## config.mk

```make
export PLATFORM = sky130hd
export DESIGN_NAME = serial_page_eeprom
export DESIGN_NICKNAME = d
export VERILOG_FILES = /design/src/rtl/eep_pkg.sv /design/src/rtl/eep_sync.sv /design/src/rtl/eep_buscond.sv /design/src/rtl/eep_ctrl.sv /design/src/rtl/eep_store.sv /design/src/rtl/serial_page_eeprom.sv
export SDC_FILE = /design/constraint.sdc
export NUM_CORES = 2
export LEC_CHECK = 0
export ABC_AREA = 1
export BUFFER_PORTS_ARGS = -buffer_cell sky130_fd_sc_hd__buf_2
export CORE_ASPECT_RATIO = 0.75
export CORE_MARGIN = 4
export CORE_UTILIZATION = 40
export DETAILED_ROUTE_END_ITERATION = 10
export GPL_TIMING_DRIVEN = 0
export HOLD_SLACK_MARGIN = 0.1
export SYNTH_ARGS = -nofsm -noshare
export SYNTH_HDL_FRONTEND = slang
export SYNTH_SLANG_ARGS = --single-unit
export TNS_END_PERCENT = 50
```

## constraint.sdc

```tcl
create_clock -name clk -period 3 [get_ports clk]
set_clock_uncertainty 0.1 [all_clocks]
set_input_delay 0.6 -clock clk [delete_from_list [all_inputs] [get_ports clk]]
set_output_delay 0.6 -clock clk [all_outputs]
set_load 0.05 [all_outputs]
```

## src/rtl/eep_pkg.sv

```systemverilog
package eep_pkg;
  typedef enum logic [2:0] {ST_IDLE, ST_RX, ST_ACK, ST_TX, ST_MACK} ctrl_st_t;
  typedef enum logic [1:0] {PH_SEL, PH_ADDR, PH_DATA, PH_READ} phase_t;
endpackage

```

## src/rtl/eep_sync.sv

```systemverilog
module eep_sync #(
  parameter int W      = 2,
  parameter int STAGES = 2
) (
  input  logic         clk,
  input  logic         rst_n,
  input  logic [W-1:0] d,
  output logic [W-1:0] q
);
  logic [W*(STAGES+1)-1:0] chain;
  assign chain[W-1:0] = d;

  for (genvar s = 0; s < STAGES; s++) begin : g_stage
    always_ff @(posedge clk or negedge rst_n) begin
      if (!rst_n) chain[W*(s+1) +: W] <= '1;
      else        chain[W*(s+1) +: W] <= chain[W*s +: W];
    end
  end

  assign q = chain[W*STAGES +: W];
endmodule

```

## src/rtl/eep_buscond.sv

```systemverilog
module eep_buscond (
  input  logic clk,
  input  logic rst_n,
  input  logic scl_s,
  input  logic sda_s,
  output logic scl_rise,
  output logic scl_fall,
  output logic start_det,
  output logic stop_det
);
  logic scl_d, sda_d;

  always_ff @(posedge clk or negedge rst_n) begin
    if (!rst_n) begin
      scl_d <= 1'b1;
      sda_d <= 1'b1;
    end else begin
      scl_d <= scl_s;
      sda_d <= sda_s;
    end
  end

  assign scl_rise  = scl_s & ~scl_d;
  assign scl_fall  = ~scl_s & scl_d;
  // data edges only count as conditions while the clock line sits high
  assign start_det = scl_s & scl_d & sda_d & ~sda_s;
  assign stop_det  = scl_s & scl_d & ~sda_d & sda_s;
endmodule

```

## src/rtl/eep_ctrl.sv

```systemverilog
module eep_ctrl
  import eep_pkg::*;
#(
  parameter int         ADDR_W   = 7,
  parameter int         ROW_W    = 4,
  parameter logic [3:0] DEV_CODE = 4'b1010,
  localparam int        HI_W     = ADDR_W - ROW_W
) (
  input  logic              clk,
  input  logic              rst_n,
  input  logic              scl_rise,
  input  logic              scl_fall,
  input  logic              start_det,
  input  logic              stop_det,
  input  logic              sda_bit,
  input  logic              wr_lock,
  input  logic              busy,
  input  logic              has_data,
  input  logic [7:0]        rd_data,
  output logic              sda_pull,
  output logic              byte_we,
  output logic [ROW_W-1:0]  byte_idx,
  output logic [7:0]        byte_dat,
  output logic              mask_clr,
  output logic              commit,
  output logic [HI_W-1:0]   row,
  output logic [ADDR_W-1:0] rd_addr
);
  ctrl_st_t          st;
  phase_t            ph;
  logic [3:0]        cnt;
  logic [7:0]        shr;
  logic [7:0]        txb;
  logic [ADDR_W-1:0] addr;

  assign row     = addr[ADDR_W-1:ROW_W];
  assign rd_addr = addr;

  always_ff @(posedge clk or negedge rst_n) begin
    if (!rst_n) begin
      st       <= ST_IDLE;
      ph       <= PH_SEL;
      cnt      <= '0;
      shr      <= '0;
      txb      <= '0;
      addr     <= '0;
      sda_pull <= 1'b0;
      byte_we  <= 1'b0;
      byte_idx <= '0;
      byte_dat <= '0;
      mask_clr <= 1'b0;
      commit   <= 1'b0;
    end else begin
      byte_we  <= 1'b0;
      mask_clr <= 1'b0;
      commit   <= 1'b0;
      if (busy) begin
        st       <= ST_IDLE;
        sda_pull <= 1'b0;
      end else if (start_det) begin
        st       <= ST_RX;
        ph       <= PH_SEL;
        cnt      <= '0;
        sda_pull <= 1'b0;
      end else if (stop_det) begin
        st       <= ST_IDLE;
        sda_pull <= 1'b0;
        // one SCL high since the acknowledge means the tenth-bit slot
        if (st == ST_RX && ph == PH_DATA && cnt == 4'd1 && has_data)
          commit <= 1'b1;
      end else begin
        case (st)
          ST_RX: begin
            if (scl_rise) begin
              shr <= {shr[6:0], sda_bit};
              cnt <= cnt + 4'd1;
            end else if (scl_fall && cnt == 4'd8) begin
              cnt <= '0;
              case (ph)
                PH_SEL: begin
                  if (shr[7:4] == DEV_CODE) begin
                    st       <= ST_ACK;
                    sda_pull <= 1'b1;
                    ph       <= shr[0] ? PH_READ : PH_ADDR;
                  end else begin
                    st <= ST_IDLE;
                  end
                end
                PH_ADDR: begin
                  addr     <= shr[ADDR_W-1:0];
                  mask_clr <= 1'b1;
                  st       <= ST_ACK;
                  sda_pull <= 1'b1;
                  ph       <= PH_DATA;
                end
                PH_DATA: begin
                  st       <= ST_ACK;
                  sda_pull <= !wr_lock;
                  byte_we  <= !wr_lock;
                  byte_idx <= addr[ROW_W-1:0];
                  byte_dat <= shr;
                  addr     <= {addr[ADDR_W-1:ROW_W], addr[ROW_W-1:0] + 1'b1};
                end
                default: st <= ST_IDLE;
              endcase
            end
          end
          ST_ACK: begin
            if (scl_fall) begin
              cnt <= '0;
              if (ph == PH_READ) begin
                st       <= ST_TX;
                txb      <= rd_data;
                sda_pull <= !rd_data[7];
              end else begin
                st       <= ST_RX;
                sda_pull <= 1'b0;
              end
            end
          end
          ST_TX: begin
            if (scl_fall) begin
              cnt <= cnt + 4'd1;
              if (cnt == 4'd7) begin
                st       <= ST_MACK;
                sda_pull <= 1'b0;
                addr     <= addr + 1'b1;
              end else begin
                txb      <= {txb[6:0], 1'b0};
                sda_pull <= !txb[6];
              end
            end
          end
          ST_MACK: if (scl_fall) st <= ST_IDLE;
          default: st <= ST_IDLE;
        endcase
      end
    end
  end

  a_r9_silent_when_busy: assert property (@(posedge clk) disable iff (!rst_n)
    busy |-> !sda_pull);
  a_r12_drive_slots: assert property (@(posedge clk) disable iff (!rst_n)
    sda_pull |-> (st == ST_ACK || st == ST_TX));
  a_r3_row_fixed: assert property (@(posedge clk) disable iff (!rst_n)
    byte_we |-> addr[ADDR_W-1:ROW_W] == $past(addr[ADDR_W-1:ROW_W]));
  a_r5_lock_blocks_store: assert property (@(posedge clk) disable iff (!rst_n)
    byte_we |-> !$past(wr_lock));
endmodule

```

## src/rtl/eep_store.sv

```systemverilog
module eep_store #(
  parameter int  ADDR_W       = 7,
  parameter int  ROW_W        = 4,
  parameter int  WRITE_CYCLES = 600,
  localparam int HI_W         = ADDR_W - ROW_W,
  localparam int ROW_B        = 1 << ROW_W,
  localparam int DEPTH        = 1 << ADDR_W,
  localparam int TW           = $clog2(WRITE_CYCLES + 1)
) (
  input  logic              clk,
  input  logic              rst_n,
  input  logic              byte_we,
  input  logic [ROW_W-1:0]  byte_idx,
  input  logic [7:0]        byte_dat,
  input  logic              mask_clr,
  input  logic              commit,
  input  logic [HI_W-1:0]   row,
  input  logic [ADDR_W-1:0] rd_addr,
  output logic [7:0]        rd_data,
  output logic              busy,
  output logic              has_data
);
  logic [7:0]       page [ROW_B];
  logic [ROW_B-1:0] mask;
  logic [HI_W-1:0]  row_q;
  logic [TW-1:0]    tmr;
  logic             done;
  logic [7:0]       cells [DEPTH];

  assign done     = busy && (tmr == TW'(WRITE_CYCLES - 1));
  assign has_data = |mask;

  always_ff @(posedge clk or negedge rst_n) begin
    if (!rst_n) begin
      mask <= '0;
      for (int i = 0; i < ROW_B; i++) page[i] <= '0;
    end else if (mask_clr || done) begin
      mask <= '0;
    end else if (byte_we) begin
      page[byte_idx] <= byte_dat;
      mask[byte_idx] <= 1'b1;
    end
  end

  always_ff @(posedge clk or negedge rst_n) begin
    if (!rst_n) begin
      busy  <= 1'b0;
      tmr   <= '0;
      row_q <= '0;
    end else if (commit) begin
      busy  <= 1'b1;
      tmr   <= '0;
      row_q <= row;
    end else if (busy) begin
      if (done) busy <= 1'b0;
      else      tmr  <= tmr + 1'b1;
    end
  end

  for (genvar e = 0; e < DEPTH; e++) begin : g_cell
    localparam int COL = e % ROW_B;
    localparam int RW  = e / ROW_B;
    logic [7:0] cell_q;
    always_ff @(posedge clk or negedge rst_n) begin
      if (!rst_n) cell_q <= '0;
      else if (done && row_q == HI_W'(RW) && mask[COL]) cell_q <= page[COL];
    end
    assign cells[e] = cell_q;
  end

  assign rd_data = cells[rd_addr];

  // independent length counter for the busy window
  logic [TW:0] hi_cnt;
  always_ff @(posedge clk or negedge rst_n) begin
    if (!rst_n)    hi_cnt <= '0;
    else if (busy) hi_cnt <= hi_cnt + 1'b1;
    else           hi_cnt <= '0;
  end

  a_r6_commit_needs_data: assert property (@(posedge clk) disable iff (!rst_n)
    commit |-> has_data);
  a_r9_no_store_while_busy: assert property (@(posedge clk) disable iff (!rst_n)
    busy |-> (!byte_we && !mask_clr));
  a_r7_no_commit_while_busy: assert property (@(posedge clk) disable iff (!rst_n)
    busy |-> !commit);
  a_r8_busy_length: assert property (@(posedge clk) disable iff (!rst_n)
    $fell(busy) |-> hi_cnt == (TW+1)'(WRITE_CYCLES));
endmodule

```

## src/rtl/serial_page_eeprom.sv

```systemverilog
module serial_page_eeprom #(
  parameter int         ADDR_W       = 7,
  parameter int         ROW_W        = 4,
  parameter int         WRITE_CYCLES = 600,
  parameter int         SYNC_STAGES  = 2,
  parameter logic [3:0] DEV_CODE     = 4'b1010
) (
  input  logic clk,
  input  logic rst_n,
  input  logic scl_in,
  input  logic sda_in,
  input  logic wr_lock,
  output logic sda_pull,
  output logic busy
);
  localparam int HI_W = ADDR_W - ROW_W;

  logic              scl_s, sda_s;
  logic              scl_rise, scl_fall, start_det, stop_det;
  logic              byte_we, mask_clr, commit, has_data;
  logic [ROW_W-1:0]  byte_idx;
  logic [7:0]        byte_dat, rd_data;
  logic [HI_W-1:0]   row;
  logic [ADDR_W-1:0] rd_addr;

  eep_sync #(.W(2), .STAGES(SYNC_STAGES)) u_sync (
    .clk(clk), .rst_n(rst_n), .d({scl_in, sda_in}), .q({scl_s, sda_s})
  );

  eep_buscond u_cond (
    .clk(clk), .rst_n(rst_n), .scl_s(scl_s), .sda_s(sda_s),
    .scl_rise(scl_rise), .scl_fall(scl_fall),
    .start_det(start_det), .stop_det(stop_det)
  );

  eep_ctrl #(.ADDR_W(ADDR_W), .ROW_W(ROW_W), .DEV_CODE(DEV_CODE)) u_ctrl (
    .clk(clk), .rst_n(rst_n),
    .scl_rise(scl_rise), .scl_fall(scl_fall),
    .start_det(start_det), .stop_det(stop_det), .sda_bit(sda_s),
    .wr_lock(wr_lock), .busy(busy), .has_data(has_data), .rd_data(rd_data),
    .sda_pull(sda_pull), .byte_we(byte_we), .byte_idx(byte_idx),
    .byte_dat(byte_dat), .mask_clr(mask_clr), .commit(commit),
    .row(row), .rd_addr(rd_addr)
  );

  eep_store #(.ADDR_W(ADDR_W), .ROW_W(ROW_W), .WRITE_CYCLES(WRITE_CYCLES)) u_store (
    .clk(clk), .rst_n(rst_n),
    .byte_we(byte_we), .byte_idx(byte_idx), .byte_dat(byte_dat),
    .mask_clr(mask_clr), .commit(commit), .row(row), .rd_addr(rd_addr),
    .rd_data(rd_data), .busy(busy), .has_data(has_data)
  );
endmodule

```

=== Word level (Yosys, flattened, before mapping) ===
Index checks and enable logic that the tools add are counted.

* Output and inout bits: 2
* Logic and storage cells: 493
* Flip-flop bits (word level): 1235
* Input port bits: 5

* Magnitude comparators: 5
* Eq/ne operators: 44
* Mux-type cells: 85
* Bitwise gates (word level): 19
* $add $sub $neg: 4
* Reduce and logical (&&, ||, !) cells: 171

{| class="wikitable"
|+ Operator list
! cell !! count
|-
| 1-bit logical AND || 143
|-
| 128-bit bitwise mux || 1
|-
| 8-bit binary-select mux with 7-bit select || 1
|-
| 7-bit two-way mux || 8
|-
| 7-bit case mux with 2 select lines || 3
|-
| 8-bit demux with 4-bit select || 1
|-
| 1-bit two-way mux || 32
|-
| 16-bit two-way mux || 2
|-
| 10-bit two-way mux || 3
|-
| 3-bit two-way mux || 9
|-
| 4-bit two-way mux || 6
|-
| 8-bit two-way mux || 3
|-
| 7-bit AND reduction || 3
|-
| 5-bit by 3-bit != test with 1-bit output (second input constant) || 4
|-
| 2-bit two-way mux || 9
|-
| 16-bit bitwise OR || 1
|-
| 16-bit OR reduction || 1
|-
| 3-bit == test (second input constant) || 5
|-
| 2-bit != test (second input constant) || 7
|-
| 3-bit by 2-bit == test with 1-bit output (second input constant) || 4
|-
| 3-bit case mux with 4 select lines || 1
|-
| 4-bit case mux with 3 select lines || 1
|-
| 6-bit AND reduction || 2
|-
| 2-bit nonzero test || 6
|-
| other kinds (42) || 72
|}

=== Logic depth before layout (Yosys ltp) ===
* Word-level depth: 11
* Depth in mapped cells: 19
* Mapped depth without buffers: 17

=== Modules after synthesis ===
A second synthesis with hierarchy kept.

* Cells, all modules: 6854
* Area, all modules: 56083.8 sq um

{| class="wikitable"
|+ By module, submodules not included
! module !! times used !! seq. area each (sq um) !! cells each !! area an instance (sq um)
|-
| eep_store || 1 || 29578.4 || 6455 || 53007.1
|-
| eep_ctrl || 1 || 1176.1 || 380 || 2862.7
|-
| eep_sync || 1 || 105.1 || 6 || 120.1
|-
| eep_buscond || 1 || 52.6 || 13 || 93.8
|}

=== Least setup slack after synthesis ===
No wires, ideal clock.

* Kind: reg2reg
* Start: register u_store.busy
* End: register u_store.g_cell[119].cell_q[0]
* Data required time: 2771 ps
* Clock period less this slack: 2449 ps
* Arrival: 2220 ps
* Setup time: 129 ps
* Path buffers: 3
* Slack: 551 ps
* Stages on the path, launching flop included: 9
* Cells stage by stage: dfrtp_1 inv_1 clkbuf_2 nor4_4 buf_12 nand2_4 buf_6 nand2_1 o21ai_0

* Longest elaborated chain between the ends: 3

{| class="wikitable"
|+ RTL lines
! what !! RTL line !! source
|-
| start: declaration || eep_store.sv:20 || <nowiki>output logic busy,</nowiki>
|-
| start signal: assignment || eep_store.sv:47 || <nowiki>busy <= 1'b0;</nowiki>
|-
| start signal: assignment || eep_store.sv:51 || <nowiki>busy <= 1'b1;</nowiki>
|-
| start signal: assignment || eep_store.sv:55 || <nowiki>if (done) busy <= 1'b0;</nowiki>
|-
| 1-bit logical AND || eep_store.sv:30 || <nowiki>assign done = busy && (tmr == TW'(WRITE_CYCLES - 1));</nowiki>
|-
| 1-bit logical AND (2 in series) || eep_store.sv:66 || <nowiki>else if (done && row_q == HI_W'(RW) && mask[COL]) cell_q <= page[COL];</nowiki>
|-
| end signal: assignment || eep_store.sv:66 ||
|-
| end: declaration || eep_store.sv:63 || <nowiki>logic [7:0] cell_q;</nowiki>
|}

Every way passes these cells.
A chain may end at the register's enable or synchronous reset.

=== Worst setup path in the final report ===
* Start: register u_ctrl.addr[0] (netlist: u_ctrl.rd_addr[0])
* End: register u_ctrl.txb[1]

* Longest elaborated chain between the ends: 7

{| class="wikitable"
|+ RTL lines
! what !! RTL line !! source
|-
| start: declaration || eep_ctrl.sv:34 || <nowiki>logic [ADDR_W-1:0] addr;</nowiki>
|-
| start signal: assignment || eep_ctrl.sv:90 || <nowiki>addr <= shr[ADDR_W-1:0];</nowiki>
|-
| start signal: assignment || eep_ctrl.sv:102 || <nowiki>addr <= {addr[ADDR_W-1:ROW_W], addr[ROW_W-1:0] + 1'b1};</nowiki>
|-
| start signal: assignment || eep_ctrl.sv:127 || <nowiki>addr <= addr + 1'b1;</nowiki>
|-
| 7-bit NOT with 8-bit output (implied by the code) || eep_store.sv:71 || <nowiki>assign rd_data = cells[rd_addr];</nowiki>
|-
| 8-bit binary-select mux with 7-bit select || eep_store.sv:71 ||
|-
| 8-bit two-way mux (implied by the code) (2 in series) || eep_store.sv:71 ||
|-
| 7-bit two-way mux || eep_ctrl.sv:111 || <nowiki>if (ph == PH_READ) begin</nowiki>
|-
| 7-bit two-way mux || eep_ctrl.sv:109 || <nowiki>if (scl_fall) begin</nowiki>
|-
| 7-bit case mux with 2 select lines || eep_ctrl.sv:72 || <nowiki>case (st)</nowiki>
|-
| end signal: assignment || eep_ctrl.sv:113 || <nowiki>txb <= rd_data;</nowiki>
|-
| end signal: assignment || eep_ctrl.sv:129 || <nowiki>txb <= {txb[6:0], 1'b0};</nowiki>
|-
| end: declaration || eep_ctrl.sv:33 || <nowiki>logic [7:0] txb;</nowiki>
|}

Every way passes these cells. The select of a mux whose other input is x is not followed.

==> impl_metrics.env <==
export IMPL_placement_rows=118
export IMPL_ant_nets=0
export IMPL_synth_edff_count=0
export IMPL_transition_time_at_the_pin_with_the_least_slew_margin_ns=1.32
export IMPL_worstPathCellList="buf_12 -> buf_12 -> buf_4 -> buf_6 -> nor2_1 -> nor2_1 -> o21ai_0 -> o211ai_1 -> nand3_1 -> nand3_1 -> nand3_1 -> nand2_2 -> nand3_1 -> a21oi_1"
export IMPL_cts_tree="yes"
export IMPL_die_width_um=440
export IMPL_synth_area_per_cell_um2=8.63
export IMPL_timing_setup_critical_path_class="reg2reg"
export IMPL_floorplan_die_height_um=332
export IMPL_hp_class="in2async"
export IMPL_postPlaceCellArea_um2=58900
export IMPL_worst_slack_ns=-0.276
export IMPL_root_buffer="sky130_fd_sc_hd__clkbuf_16"
export IMPL_synth_top_area_cell="sky130_fd_sc_hd__dfrtp_1"
export IMPL_floorplan_initialDensity=0.404
export IMPL_netlist_area_um2=56100
export IMPL_tritoncts_num_sinks=1235
export IMPL_place_congestion=1.11
export IMPL_num_io_pins=7
export IMPL_grt_pass1_vias=48100
export IMPL_internal_power_mw=30.0
export IMPL_endpoint_kind="register"
export IMPL_fin_hold_viols=115
export IMPL_run_status="complete, but fails checks"
export IMPL_p_sw_mw=19.1
export IMPL_synth_fp_nets=6512
export IMPL_fin_area_um2=66600
export IMPL_failing_checks="negative hold slack, negative setup slack"
export IMPL_cp_required_ns=3.61
export IMPL_wl_um=353000
export IMPL_worst_path_max_fanout=10
export IMPL_power_density_nw_per_um2=738
export IMPL_detailedRoute_firstPassIterationCount=6
export IMPL_total_die_area_um2=146000
export IMPL_period_minus_slack_ns=3.28
export IMPL_grt_first_pass_wirelength_um=454000
export IMPL_yosys_most_used_dff="sky130_fd_sc_hd__dfrtp_1"
export IMPL_grt_ovfl_total=0
export IMPL_clkSlewWorstSetupHoldPaths_ns=0.06
export IMPL_yosys_top_cells_area="sky130_fd_sc_hd__dfrtp_1 55%, sky130_fd_sc_hd__o21ai_0 14%, sky130_fd_sc_hd__nand2_1 11%, sky130_fd_sc_hd__nor2_1 4.4%, sky130_fd_sc_hd__buf_6 2.7%"
export IMPL_detail_route_iter0_violations=9492
export IMPL_report_power_total_mw=49.1
export IMPL_critPathSlowestCell="sky130_fd_sc_hd__dfrtp_2"
export IMPL_portion_of_synthesized_cell_area_occupied_by_the_leading_cell_type=0.548
export IMPL_clock_latency_ns=0.82
export IMPL_final_net_count=6726
export IMPL_max_slew_margin=0.122
export IMPL_drt_drc_violations_left=0
export IMPL_setup_viol=9
export IMPL_arrival_ns=3.89
export IMPL_area_of_all_sequential_standard_cells_um2=30900
export IMPL_critical_path_most_common_cell="sky130_fd_sc_hd__nand3_1"
export IMPL_cts_hold_fix_buffers=3
export IMPL_fmax_ghz=0.305
export IMPL_clock_power_share=0.356
export IMPL_power_leakage_nw=30.2
export IMPL_finalSetupTns_ns=-1.29
export IMPL_cts_inserted_buffers=133
export IMPL_clockBufferDepth=3
export IMPL_floorplan_core_area_um2=139000
export IMPL_rsz0062_at_grt="true"
export IMPL_grt_use_total=0.471
export IMPL_post_route_period_util=1.09
export IMPL_synth_ff_latch_count=1235
export IMPL_hold_worst_slack_ns=-0.405
export IMPL_vdd_ir_drop_worst_v=0.000561
export IMPL_final_max_slew_violation_count=0
export IMPL_critical_path_top_delay_family="simple AND/OR/NAND/NOR gates"
export IMPL_sw_frac_of_total=0.389
export IMPL_h_tree_lvls=4
export IMPL_port_buffers=6
export IMPL_worst_setup_path_start_kind="register"
export IMPL_ys_async_sr_fraction=1.00
export IMPL_ys_warn_count=0
export IMPL_post_route_cells_drive_above_1_share=0.146
export IMPL_comb_power_share=0.302
export IMPL_worstPathBufferInverterCount=4
export IMPL_critical_path_max_stage_delay_ns=0.52
export IMPL_area_growth_syn_to_layout_pct=18.7
export IMPL_seqPwrFrac=0.343
export IMPL_synth_yosys_seq_area_share=0.551
export IMPL_synthesis_instances=6498
export IMPL_dp_final_hpwl_um=269000
export IMPL_area_occupied_by_multi_input_gates_um2=22700
export IMPL_drt_vias_per_instance=6.26
export IMPL_total_via_count_after_detailed_routing=54500
export IMPL_grt_start_max_net_pins=157
export IMPL_count_of_unique_library_cells_instantiated_by_yosys=43
export IMPL_initial_antenna_violation_count=26
export IMPL_drv_cap=0
export IMPL_fill_cells=13400
export IMPL_route_detailed_wl_per_inst_um=40.5
[timing repair]
action                      CTS  global route
pin swaps                    33            71
buffers inserted             22            25
cloned                        3             4
resized for setup           576           301
setup endpoints to repair  1028           739
hold endpoints to repair    125           116
[layout make-up]
type / count / share of cell area
well taps: 1860 / 0.0350
inverters: 289 / 0.0164
flip-flops and latches: 1235 / 0.465
clock inverters: 44 / 0.00893
multi-input cells: 4572 / 0.341
repair buffers: 83 / 0.0177
clock buffers: 197 / 0.0588
plain buffers: 398 / 0.0569
diodes: 32 / 0.00120
[state kept, by name (all words and copies together) (netlist names)]
signal / flops
u_ctrl.shr: 8
u_store.mask: 16
u_ctrl.ph: 2
u_sync.chain: 2
u_store.tmr: 10
u_ctrl.cnt: 4
u_ctrl.mask_clr: 1
u_ctrl.commit: 1
u_ctrl.byte_we: 1
u_store.row_q: 3
u_ctrl.st: 3
u_cond.scl_d: 1
u_ctrl.byte_idx: 4
u_sync.q: 2
u_ctrl.byte_dat: 8
u_store.g_cell.cell_q: 1024
u_ctrl.sda_pull: 1
u_ctrl.rd_addr: 7
u_store.page: 128
u_store.busy: 1
u_cond.sda_d: 1
u_ctrl.txb: 7
[through the flow]
stage / instances / setup slack (ns) / utilization / hold WS, ns
final: 8710 / -0.276 / 0.480 / -0.405
after global routing: 8688 / -0.111 / 0.480 / -0.339
after CTS: 8652 / -0.336 / 0.471 / -0.389
after detailed placement: 8384 / -2.16 / 0.425 / 0.263
after global placement: 8364 / -26.81 / 0.421 / 0.258
after floorplan: 6498 / 0.551 / - / 0.204
[cell usage after synthesis, drive strengths merged, types with 9 or more instances]
cell type,instances
a21oi,71
nor2,660
clkbuf,190
o211ai,107
nand2,1665
o22ai,94
dfrtp,1229
inv,286
a22oi,23
nor4,14
nand3,193
o21ai,1685
buf,212
ha,9
nand4,18
[worst paths after layout]
check                                                     end  cells past startpoint  slack [ns]               from
worst max-delay path                            u_ctrl.txb[1]                     14       -0.28  u_ctrl.rd_addr[0]
worst max register to register                  u_ctrl.txb[1]                     14       -0.28  u_ctrl.rd_addr[0]
worst min-delay path            u_store.g_cell[104].cell_q[6]                      1       -0.40              rst_n
worst min register to register                   u_cond.sda_d                      0        0.27        u_sync.q[0]
min in group clk                                 u_cond.sda_d                      0        0.27        u_sync.q[0]
max in group asynchronous       u_store.g_cell[116].cell_q[1]                      6        0.46              rst_n
[power groups by stage]
stage               registers [mW]  logic [mW]  clock network (mW)
floorplan                     17.1        4.71                   0
global placement              17.1        11.9                   0
detailed placement            17.1        11.9                   0
CTS                           16.8        12.9                17.5
global route                  16.8        14.4                18.1
finish                        16.8        14.8                17.5
[layout by cell type, fill, tap and decap left out, drive strengths merged]
cell / n
a211oi: 1
a21oi: 71
a22oi: 23
a311oi: 1
a31oi: 4
buf: 299
bufbuf: 3
bufinv: 11
clkbuf: 373
clkinv: 27
clkinvlp: 2
dfrtp: 1229
dfstp: 6
diode: 32
dlygate4sd3: 3
ha: 9
inv: 293
mux2: 2
nand2: 1665
nand3: 193
nand3b: 1
nand4: 18
nor2: 660
nor3: 7
nor4: 14
o211ai: 107
o21ai: 1685
o21bai: 2
o221ai: 3
o22a: 1
o22ai: 94
o31ai: 1
o41ai: 1
or2: 4
xnor2: 1
xor2: 4
[cells by family after synthesis]
| logic type | count (synthesis) | synth area share |
|---|---|---|
| and+or+nand+nor | 2562 | 0.191 |
| AOI/OAI and AO/OA | 1994 | 0.187 |
| DFF | 1235 | 0.551 |
| buffers and inverters | 691 | 0.0678 |
| adders and majority gates | 9 | 0.00201 |
| xor gates and xnor gates | 5 | 0.000781 |
| muxes | 2 | 0.000402 |
[metal layers]
metal,wire length (um),track usage,vias up
li1,-,-,22200
met1,146000,0.654,27400
met2,121000,0.530,4289
met3,71400,0.364,569
met4,12200,0.145,38
met5,3240,0.105,-
No activity file was read; power rests on OpenSTA's default activity.
